<file path="src/rtl/wk_pkg.sv">
package wk_pkg;
    typedef enum logic [1:0] {
        MODE_ACTIVE  = 2'd0,
        MODE_SUSPEND = 2'd1,
        MODE_SLEEP   = 2'd2
    } mode_e;
endpackage

</file>
<file path="src/rtl/wk_flags.sv">
module wk_flags #(
    parameter int NUM_SRC = 4
) (
    input  logic               clk_i,
    input  logic               rst_ni,
    input  logic               clr_we_i,
    input  logic [NUM_SRC-1:0] clr_mask_i,
    input  logic [NUM_SRC-1:0] evt_i,
    output logic [NUM_SRC-1:0] flags_o
);
    logic [NUM_SRC-1:0] flags_d, flags_q;
    logic [NUM_SRC-1:0] clr_eff;

    always_comb begin
        clr_eff = clr_we_i ? clr_mask_i : '0;
        // event wins over a clear of the same bit
        flags_d = (flags_q & ~clr_eff) | evt_i;
    end

    always_ff @(posedge clk_i or negedge rst_ni) begin
        if (!rst_ni) flags_q <= '0;
        else         flags_q <= flags_d;
    end

    assign flags_o = flags_q;

    assert_flag_sticky_R2: assert property (@(posedge clk_i) disable iff (!rst_ni)
        !clr_we_i |=> ((flags_q & $past(flags_q)) == $past(flags_q)));

    assert_event_sets_R3: assert property (@(posedge clk_i) disable iff (!rst_ni)
        (evt_i != '0) |=> ((flags_q & $past(evt_i)) == $past(evt_i)));
endmodule

</file>
<file path="src/rtl/wk_pin_hold.sv">
module wk_pin_hold #(
    parameter int HOLD_CYCLES = 32
) (
    input  logic clk_i,
    input  logic rst_ni,
    input  logic pin_ni,
    output logic fall_o,
    output logic rst_req_o
);
    localparam int CW = $clog2(HOLD_CYCLES + 1);

    typedef struct packed {
        logic          prev;
        logic [CW-1:0] cnt;
        logic          req;
    } hold_t;

    hold_t st_d, st_q;

    always_comb begin
        st_d      = st_q;
        st_d.prev = pin_ni;
        st_d.req  = 1'b0;
        fall_o    = st_q.prev & ~pin_ni;
        if (fall_o) begin
            st_d.cnt = CW'(HOLD_CYCLES);
        end else if (st_q.cnt == CW'(1)) begin
            st_d.cnt = '0;
            st_d.req = 1'b1;
        end else if (st_q.cnt != '0) begin
            st_d.cnt = st_q.cnt - CW'(1);
        end
    end

    always_ff @(posedge clk_i or negedge rst_ni) begin
        if (!rst_ni) st_q <= '{prev: 1'b1, cnt: '0, req: 1'b0};
        else         st_q <= st_d;
    end

    assign rst_req_o = st_q.req;

    assert_rst_req_single_R9: assert property (@(posedge clk_i) disable iff (!rst_ni)
        st_q.req |=> !st_q.req);

    assert_cnt_loaded_R9: assert property (@(posedge clk_i) disable iff (!rst_ni)
        fall_o |=> (st_q.cnt == CW'(HOLD_CYCLES)));
endmodule

</file>
<file path="src/rtl/wk_ctrl.sv">
module wk_ctrl #(
    parameter int NUM_SRC     = 4,
    parameter int HOLD_CYCLES = 32
) (
    input  logic               clk_i,
    input  logic               rst_ni,
    input  logic               cfg_we_i,
    input  logic [NUM_SRC-1:0] cfg_en_i,
    input  logic               cfg_susp_i,
    input  logic               cfg_sleep_i,
    input  logic               clr_we_i,
    input  logic [NUM_SRC-1:0] clr_mask_i,
    input  logic [NUM_SRC-1:0] evt_i,
    input  logic               pin_ni,
    output logic [1:0]         mode_o,
    output logic               wake_o,
    output logic [NUM_SRC-1:0] en_o,
    output logic [NUM_SRC-1:0] flags_o,
    output logic               pin_rst_o
);
    import wk_pkg::*;

    typedef struct packed {
        mode_e              mode;
        logic [NUM_SRC-1:0] en;
        logic               wake;
    } ctrl_t;

    ctrl_t st_d, st_q;
    logic [NUM_SRC-1:0] flags_q;
    logic               pin_fall;
    logic               src_hit;
    logic               entry_req;
    logic               entry_ok;

    wk_flags #(.NUM_SRC(NUM_SRC)) u_flags (
        .clk_i      (clk_i),
        .rst_ni     (rst_ni),
        .clr_we_i   (clr_we_i),
        .clr_mask_i (clr_mask_i),
        .evt_i      (evt_i),
        .flags_o    (flags_q)
    );

    wk_pin_hold #(.HOLD_CYCLES(HOLD_CYCLES)) u_pin (
        .clk_i     (clk_i),
        .rst_ni    (rst_ni),
        .pin_ni    (pin_ni),
        .fall_o    (pin_fall),
        .rst_req_o (pin_rst_o)
    );

    always_comb begin
        st_d      = st_q;
        st_d.wake = 1'b0;
        src_hit   = (flags_q & st_q.en) != '0;
        entry_req = cfg_susp_i | cfg_sleep_i;
        entry_ok  = ((flags_q & cfg_en_i) == '0) && !pin_fall;
        if (st_q.mode != MODE_ACTIVE) begin
            if (src_hit || pin_fall) begin
                st_d.mode = MODE_ACTIVE;
                st_d.en   = '0;
                st_d.wake = 1'b1;
            end
        end else if (cfg_we_i) begin
            st_d.en = cfg_en_i;
            if (entry_req && entry_ok) begin
                st_d.mode = cfg_sleep_i ? MODE_SLEEP : MODE_SUSPEND;
            end
        end
    end

    always_ff @(posedge clk_i or negedge rst_ni) begin
        if (!rst_ni) st_q <= '{mode: MODE_ACTIVE, en: '0, wake: 1'b0};
        else         st_q <= st_d;
    end

    assign mode_o  = st_q.mode;
    assign wake_o  = st_q.wake;
    assign en_o    = st_q.en;
    assign flags_o = flags_q;

    assert_wake_single_R6: assert property (@(posedge clk_i) disable iff (!rst_ni)
        st_q.wake |=> !st_q.wake);

    assert_wake_lands_active_R6: assert property (@(posedge clk_i) disable iff (!rst_ni)
        st_q.wake |-> (st_q.mode == MODE_ACTIVE && st_q.en == '0));

    assert_entry_gated_R5: assert property (@(posedge clk_i) disable iff (!rst_ni)
        (st_q.mode == MODE_ACTIVE && st_d.mode != MODE_ACTIVE) |=>
            (($past(flags_q) & st_q.en) == '0));

    assert_mode_legal_R4: assert property (@(posedge clk_i) disable iff (!rst_ni)
        st_q.mode != 2'd3);
endmodule

</file>
<file path="config.mk">
export PLATFORM = sky130hd
export DESIGN_NAME = wk_ctrl
export DESIGN_NICKNAME = d
export VERILOG_FILES = /design/src/rtl/wk_pkg.sv /design/src/rtl/wk_flags.sv /design/src/rtl/wk_pin_hold.sv /design/src/rtl/wk_ctrl.sv
export SDC_FILE = /design/constraint.sdc
export NUM_CORES = 1
export LEC_CHECK = 0
export BUFFER_PORTS_ARGS = -buffer_cell sky130_fd_sc_hd__buf_4
export CORE_MARGIN = 2
export CORE_UTILIZATION = 45
export CTS_CLUSTER_SIZE = 40
export DETAILED_ROUTE_END_ITERATION = 10
export GPL_TIMING_DRIVEN = 0
export PLACE_DENSITY = 0.73
export SYNTH_ARGS = -nofsm -noshare
export SYNTH_HDL_FRONTEND = slang
export SYNTH_SLANG_ARGS = --single-unit
</file>
<file path="constraint.sdc">
create_clock -name clk_i -period 3 [get_ports clk_i]
set_input_delay 0.15 -clock clk_i [delete_from_list [all_inputs] [get_ports clk_i]]
set_output_delay 0.15 -clock clk_i [all_outputs]
set_load 0.02 [all_outputs]
</file>
==> summary.txt, run 1 <==
Clock tree
  – Clock-pin slew on the worst setup and hold paths: 0.11 ns
  – Clock insertion delay at the later pin of the skew report: 0.30 ns
  – CTS tree: done
  – Inserted Clock Buffers: 3
  – Post-cts resize count: 0
  – Clk root buf: clkbuf_4
  – Number of sinks driven by the clock tree: 19
  – Number of H-tree levels: 1
  – Clock tree buffer depth: 2

Placement
  – Placed instance count: 141
  – Final HPWL from detailed placement: 1.50 mm
  – Total cell area at the placement stage: 1170 µm²
  – Placer Congestion: 0.786
  – # port buffers: 30
  – Post-Place Setup Slack: 1.26 ns

Detailed routing
  – Per-cell routed wire length: 13.3 µm
  – Number of vias in the routed layout: 831
  – Total Routed Length: 2.00 mm
  – Initial drt markers: 10
  – Post-route antenna net violation count: 0
  – Number of detailed-route iterations in the first pass: 4
  – Vias per std cell: 5.54
  – Remaining routing DRC violations: 0

Timing
  – Portion of the clock cycle consumed by the worst path in the final layout: 0.595
  – Worst path setup slack after routing: 1.21 ns
  – Final Hold Violating Endpoints: 0
  – Final number of max-transition violations: 0
  – RSZ-0062 raised after global routing: false
  – Slew at the pin closest to its max-slew limit: 0.503 ns
  – Final worst clock skew: 0.00220 ns
  – Headroom to the max-slew limit: 0.663
  – Setup-failing EPs final: 0
  – Setup TNS after final layout: 0 ns
  – Post-layout minimum cycle time: 1.79 ns
  – Upper clock frequency limit: 560 MHz

Power
  – Worst IR drop on VDD: 0.365 mV
  – Net switching power: 294 µW
  – Comb pwr share: 0.375
  – Portion of total power attributed to sequential cells: 0.463
  – Leakage power total: 0.000609 µW
  – Cell-internal power: 510 µW
  – Clock network fraction of total power: 0.163
  – Power per unit of standard cell area: 646 nW/µm²
  – Switching part of the total: 0.366

Synthesis
  – Count of distinct cell types in the synthesized netlist: 31
  – Avg Inst Size Synth: 10.8 µm²
  – Gate Count Post-Synth: 84
  – Post-Syn Area: 908 µm²
  – Number of flip-flops and latches in the synthesized netlist: 19
  – Net count after synthesis: 105
  – Sequential area share after synthesis: 0.525
  – Synth warnings: 0

Floorplan
  – Starting utilization of the core area: 0.468
  – Y dimension of the die: 48.9 µm
  – Core box area: 1940 µm²
  – Area of the die: 2390 µm²
  – Die width: 48.9 µm
  – I/O pin count: 31
  – Number of placement rows: 16

Final layout
  – Final Instance Count excl. Fillers: 150
  – Area of the multi-input gates: 417 µm²
  – Synth-to-Final Area Change: 37.1%
  – # diodes: 0
  – Fraction of layout instances using a drive strength above 1: 0.301
  – Final design area excluding fillers: 1240 µm²
  – Net total in the final layout: 145
  – Number of inserted filler cells in the final layout: 179
  – Area occupied by registers: 477 µm²

Setup path
  – Delay of the slowest cell on the worst path: 0.45 ns
  – Reg-to-reg setup timing slack: 1.21 ns
  – Arrival @ worst endpoint: 2.02 ns
  – Critical path startpoint category: register
  – Worst path slowest cell: dfrtp_1
  – Required time at the worst-slack endpoint: 3.23 ns
  – Most used cell, CP: or3b_1
  – Capturing element type of the critical path: register
  – Critical-path maximum fanout: 7
  – Critical path cell sequence: inv_1 > ha_1 > or3b_1 > or3b_1 > a21oi_1
  – Crit Path Class: reg -> reg

Global routing
  – Overall fraction of global-route tracks in use: 0.180
  – First-pass GRT wire length: 3.37 mm
  – Total congestion overflow after global routing: 0
  – Number of global-route vias before repair: 805
  – Pin count of the biggest net entering global routing: 20
  – Antenna violations before repair: 0

Flow run
  – Max-capacitance violation count: 0

Worst hold path
  – Worst Hold Class: in -> reg

Run status
  – Run status: finished, final reports clean
-- worst paths after layout --
path / from / to / cells past startpoint
setup / recovery: u_pin.st_q[1] / u_pin.st_q[5] / 5
hold / removal: evt_i[3] / u_flags.flags_o[3] / 2
setup reg to reg: u_pin.st_q[1] / u_pin.st_q[5] / 5
hold reg to reg: u_flags.flags_o[2] / u_flags.flags_o[2] / 1
max in group asynchronous: rst_ni / u_pin.st_q[7] / 2
min in group asynchronous: rst_ni / u_pin.st_q[5] / 2
-- registers in the layout, summed over array words and instances (netlist names) --
name             flops
wake_o               1
u_pin.st_q           7
u_flags.flags_o      4
mode_o               2
en_o                 4
u_pin.rst_req_o      1
-- repair_timing --
item,4_1_cts,5_1_grt
setup buffers,0,0
hold endpoints to repair,20,3
hold buffers,2,3
-- cell usage in the layout (no fill, tap or decap), types with 3 or more instances in the layout --
cell type	n
clkbuf_4	3
a22oi_1	3
a21o_1	4
mux2i_1	5
buf_4	30
nand4_1	3
nand2_1	7
nor2_1	10
dfrtp_1	18
inv_1	3
dlygate4sd3_1	5
a31oi_1	3
-- area by class of cell --
type                            count  share of cell area
Timing Repair Buffer               35               0.221
Sequential cell                    19               0.383
Multi-Input combinational cell     61               0.335
Inverter                            3             0.00905
Clock buffer                        3              0.0181
Tap cell                           27              0.0271
Clock inverter                      1             0.00402
Buffer                              1             0.00302
-- worst max-delay path, delay by kind of cell, from the launching register on --
family,cells,cell delay (ns)
AO/OA/AOI/OAI,1,0.12
adder cells (fa/ha/maj),1,0.27
buffers and inverters,1,0.10
flip-flops,1,0.45
AND/OR/NAND/NOR,2,0.77
-- power by group through the flow --
stage          clock (µW)  combinational (µW)  sequential [µW]
2_1_floorplan           0                 196              378
3_3_place_gp            0                 286              370
3_5_place_dp            0                 296              375
4_1_cts               133                 300              370
5_1_grt               151                 340              379
6_report              131                 301              372
-- cell families (layout without fill, tap and decap cells) --
kind of cell    after synthesis  in the layout  synth area share
fa+ha+maj                     2              2            0.0275
compound gates               20             20             0.169
flops                        19             19             0.525
simple gates                 33             33             0.194
buf+inv                       4             43            0.0165
mux                           6              6            0.0675
-- cell usage after synthesis --
| cell | instances | area (µm²) |
|---|---|---|
| a211o_1 | 1 | 8.76 |
| a21o_1 | 4 | 30.0 |
| a21oi_1 | 1 | 5.00 |
| a22oi_1 | 3 | 22.5 |
| a31oi_1 | 3 | 18.8 |
| and2b_1 | 1 | 7.51 |
| and3_1 | 2 | 12.5 |
| clkbuf_1 | 1 | 3.75 |
| dfrtp_1 | 18 | 450 |
| dfstp_2 | 1 | 26.3 |
| ha_1 | 2 | 25.0 |
| inv_1 | 3 | 11.3 |
| mux2_2 | 1 | 11.3 |
| mux2i_1 | 5 | 50.1 |
| nand2_1 | 7 | 26.3 |
| nand2b_1 | 1 | 6.26 |
| nand3_1 | 2 | 10.0 |
| nand4_1 | 3 | 18.8 |
| nand4b_1 | 1 | 8.76 |
| nor2_1 | 10 | 37.5 |
| nor3_1 | 1 | 5.00 |
| nor3b_2 | 1 | 12.5 |
| nor4_1 | 1 | 6.26 |
| o2111ai_1 | 1 | 8.76 |
| o211a_1 | 2 | 20.0 |
| o211ai_1 | 1 | 7.51 |
| o31a_1 | 1 | 8.76 |
| o31ai_1 | 2 | 15.0 |
| o41ai_1 | 1 | 8.76 |
| or3b_1 | 2 | 17.5 |
| or4_1 | 1 | 7.51 |
-- per-stage QoR --
stage | power, µW | util | hold WS [ns]
after floorplan | 574 | - | -0.146
after global placement | 656 | 0.601 | 0.0377
after detailed placement | 671 | 0.601 | 0.0331
after CTS | 803 | 0.626 | 0.0152
after global routing | 870 | 0.641 | 0.0155
final | 804 | 0.641 | 0.0357
-- per-layer routing --
metal  track usage  part of all wire  up-vias
met1         0.233              0.43      399
met5             0                 0        -
met2         0.304              0.51       32
li1              -                 -      398
met4        0.0571            0.0070        0
met3        0.0368             0.053        2
Note: power is estimated with default switching activity, not from simulation.
==> inputs of run 2 (changes only) <==
--- a/config.mk
+++ b/config.mk
@@ -7,7 +7,7 @@
 export LEC_CHECK = 0
 export BUFFER_PORTS_ARGS = -buffer_cell sky130_fd_sc_hd__buf_4
 export CORE_MARGIN = 2
-export CORE_UTILIZATION = 45
+export CORE_UTILIZATION = 43
 export CTS_CLUSTER_SIZE = 40
 export DETAILED_ROUTE_END_ITERATION = 10
 export GPL_TIMING_DRIVEN = 0
==> constraint.sdc (replaced) <==
create_clock -name clk_i -period 1.5 [get_ports clk_i]
set_input_delay 0.075 -clock clk_i [delete_from_list [all_inputs] [get_ports clk_i]]
set_output_delay 0.075 -clock clk_i [all_outputs]
set_load 0.02 [all_outputs]
==> run 2 against run 1 <==
Against the previous run: the run now ends with setup timing left; design area up 6.6%; core utilization up 2.9 points; power up 120%; global-route usage down 0.26 points; cell count up 4.0%; sequential power up 97%; critical path type unchanged; highest routed layer unchanged.
==> summary.txt, run 2 (synthesis results as in run 1) <==
Power
  – Clock network fraction of total power: 0.142 (was 0.163)
  – Leakage power total: 0.000635 µW (was 0.000609 µW)
  – Net switching power: 629 µW (was 294 µW)
  – Power per unit of standard cell area: 1330 nW/µm² (was 646 nW/µm²)
  – Switching part of the total: 0.357 (was 0.366)
  – Worst IR drop on VDD: 0.862 mV (was 0.365 mV)
  – Portion of total power attributed to sequential cells: 0.416 (was 0.463)
  – Comb pwr share: 0.443 (was 0.375)
  – Cell-internal power: 1130 µW (was 510 µW)

Final layout
  – Number of flip-flops in the largest register: 7 (unchanged)
  – Most frequent cells in the layout: 34 x buf_4, 18 x dfrtp_1, 10 x nor2_1 (was 30 x buf_4, 18 x dfrtp_1, 10 x nor2_1)
  – # diodes: 0 (unchanged)
  – Fraction of layout instances using a drive strength above 1: 0.364 (was 0.301)
  – Largest reg by FF count: u_pin.st_q (unchanged)
  – Utilization of the core after routing: 0.670 (was 0.641)
  – Synth-to-Final Area Change: 46.1% (was 37.1%)
  – Leading cell type in the layout, fill and taps excluded: buf_4 (unchanged)
  – Net total in the final layout: 151 (was 145)

Detailed routing
  – Per-cell routed wire length: 13.8 µm (was 13.3 µm)
  – Number of detailed-route iterations in the first pass: 4 (unchanged)
  – Initial drt markers: 10 (unchanged)
  – Post-route antenna net violation count: 0 (unchanged)
  – Vias per std cell: 5.39 (was 5.54)
  – Total Routed Length: 2.15 mm (was 2.00 mm)
  – Remaining routing DRC violations: 0 (unchanged)
  – Number of vias in the routed layout: 841 (was 831)

Floorplan
  – Area of the die: 2500 µm² (was 2390 µm²)
  – Die width: 50.0 µm (was 48.9 µm)
  – Y dimension of the die: 50.0 µm (was 48.9 µm)
  – Starting utilization of the core area: 0.458 (was 0.468)
  – Core box area: 1980 µm² (was 1940 µm²)
  – Number of placement rows: 16 (unchanged)
  – I/O pin count: 31 (unchanged)

Setup path
  – Crit Path Class: reg -> reg (unchanged)
  – Reg-to-reg critical path startpoint: u_pin.st_q[2] (was u_pin.st_q[1])
  – End of the worst register-to-register path: u_pin.st_q[5] (unchanged)
  – Critical-path maximum fanout: 3 (was 7)
  – Required time at the worst-slack endpoint: 1.72 ns (was 3.23 ns)
  – Capturing element type of the critical path: register (unchanged)
  – R2r worst-path depth: 5 (unchanged)
  – Reg-to-reg setup timing slack: -0.05 ns (was 1.21 ns)
  – Arrival @ worst endpoint: 1.78 ns (was 2.02 ns)
  – Critical path startpoint category: register (unchanged)

Run status
  – Run status: complete, but fails checks (was finished, final reports clean)
  – Failing checks: setup timing

Global routing
  – Overall fraction of global-route tracks in use: 0.178 (was 0.180)
  – Met2 usage in global routing: 0.304 (about the same)
  – Global Route met1 Usage: 0.233 (about the same)
  – First-pass GRT wire length: 3.42 mm (was 3.37 mm)
  – Gr busiest metal: met2 (unchanged)
  – Pin count of the biggest net entering global routing: 20 (unchanged)
  – Routing usage on met3: 0.0212 (was 0.0368)
  – Total congestion overflow after global routing: 0 (unchanged)
  – Antenna violations before repair: 0 (unchanged)
  – Number of global-route vias before repair: 788 (was 805)

Timing
  – Final Hold Violating Endpoints: 0 (unchanged)
  – Setup-failing EPs final: 1 (was 0)
  – Slew at the pin closest to its max-slew limit: 0.433 ns (was 0.503 ns)
  – RSZ-0062 raised after global routing: true (was false)
  – Portion of the clock cycle consumed by the worst path in the final layout: 1.04 (was 0.595)
  – Worst path setup slack after routing: -0.0544 ns (was 1.21 ns)
  – Post-layout minimum cycle time: 1.55 ns (was 1.79 ns)
  – Hold slack final: 0.0445 ns (was 0.0357 ns)
  – Upper clock frequency limit: 643 MHz (was 560 MHz)
  – Final worst clock skew: 0.00375 ns (was 0.00220 ns)
  – Final number of max-transition violations: 0 (unchanged)
  – Headroom to the max-slew limit: 0.710 (was 0.663)

Worst hold path
  – Worst Hold Class: in -> reg (unchanged)
  – Hold Path Stages: 3 (was 2)
  – Beginning of the worst hold path: cfg_en_i[1] (was evt_i[3])
  – Hold Path End: en_o[1] (was u_flags.flags_o[3])

Placement
  – Final HPWL from detailed placement: 1.51 mm (was 1.50 mm)
  – # port buffers: 30 (unchanged)
  – Placer Congestion: 0.744 (was 0.786)

Clock tree
  – Clock insertion delay at the later pin of the skew report: 0.29 ns (was 0.30 ns)
  – Number of sinks driven by the clock tree: 19 (unchanged)
  – Number of H-tree levels: 1 (unchanged)
  – CTS tree: done (unchanged)
  – Clk root buf: clkbuf_4 (unchanged)
  – Clock-pin slew on the worst setup and hold paths: 0.10 ns (was 0.11 ns)
  – Inserted Clock Buffers: 3 (unchanged)
  – Clock tree buffer depth: 2 (unchanged)

Flow run
  – Max-capacitance violation count: 0 (unchanged)
==> run 2: repair_timing <==
item | 4_1_cts | 5_1_grt
buffers inserted | 4 | 0
pin swaps | 1 | 1
setup endpoints to repair | 2 | 9
gates resized for setup | 4 | 4
endpoints found under the hold margin | 25 | 0
hold buffers | 7 | 0
==> run 2: layer usage <==
layer / wire [µm] / part of all wire / up-vias
met5: 0 / 0 / -
met4: 20 / 0.0093 / 0
met3: 74 / 0.034 / 2
met2: 1120 / 0.52 / 24
met1: 931 / 0.43 / 410
li1: - / - / 405
==> run 2: per-stage QoR <==
step | setup TNS (ns) | area (µm²) | std cells | total power [µW] | setup slack [ns]
2_1_floorplan | -0.104 | 911 | 84 | 1150 | -0.104
6_report | -0.0544 | 1330 | 156 | 1760 | -0.0544
5_1_grt | -0.125 | 1330 | 156 | 1880 | -0.120
3_3_place_gp | -0.300 | 1170 | 141 | 1320 | -0.192
3_5_place_dp | -0.296 | 1170 | 141 | 1350 | -0.206
4_1_cts | -0.0187 | 1310 | 156 | 1730 | -0.0187
==> run 2: worst max-delay path: stages (launching register included) <==
cell	delay, ns
dfrtp_1	0.41
inv_2	0.09
ha_4	0.13
or3b_4	0.38
or3b_4	0.38
a21oi_2	0.12
==> run 2: power by group through the flow <==
stage          logic, µW  clock network [µW]  registers, µW
4_1_cts              748                 257            727
6_report             779                 250            732
5_1_grt              848                 287            747
3_3_place_gp         578                   0            740
3_5_place_dp         599                   0            752
2_1_floorplan        398                   0            755
==> run 2: final cells by class <==
cell class              instances  area (µm²)
plain buffers                   1        3.75
clock buffers                   4        26.3
fillers                       149         654
inverters                       3        11.3
multi-input cells              61         450
flip-flops and latches         19         477
well taps                      27        33.8
repair buffers                 41         325
==> run 2: worst max path at each step <==
stage	from	end	slack, ns	depth (start not counted)
after floorplan	u_pin.st_q[1]	u_pin.st_q[5]	-0.10	5
after global placement	u_pin.st_q[1]	u_pin.st_q[5]	-0.19	5
after detailed placement	u_pin.st_q[1]	u_pin.st_q[5]	-0.21	5
after CTS	u_pin.st_q[2]	u_pin.st_q[5]	-0.02	5
after global routing	u_pin.st_q[2]	u_pin.st_q[5]	-0.12	5
final	u_pin.st_q[2]	u_pin.st_q[5]	-0.05	5
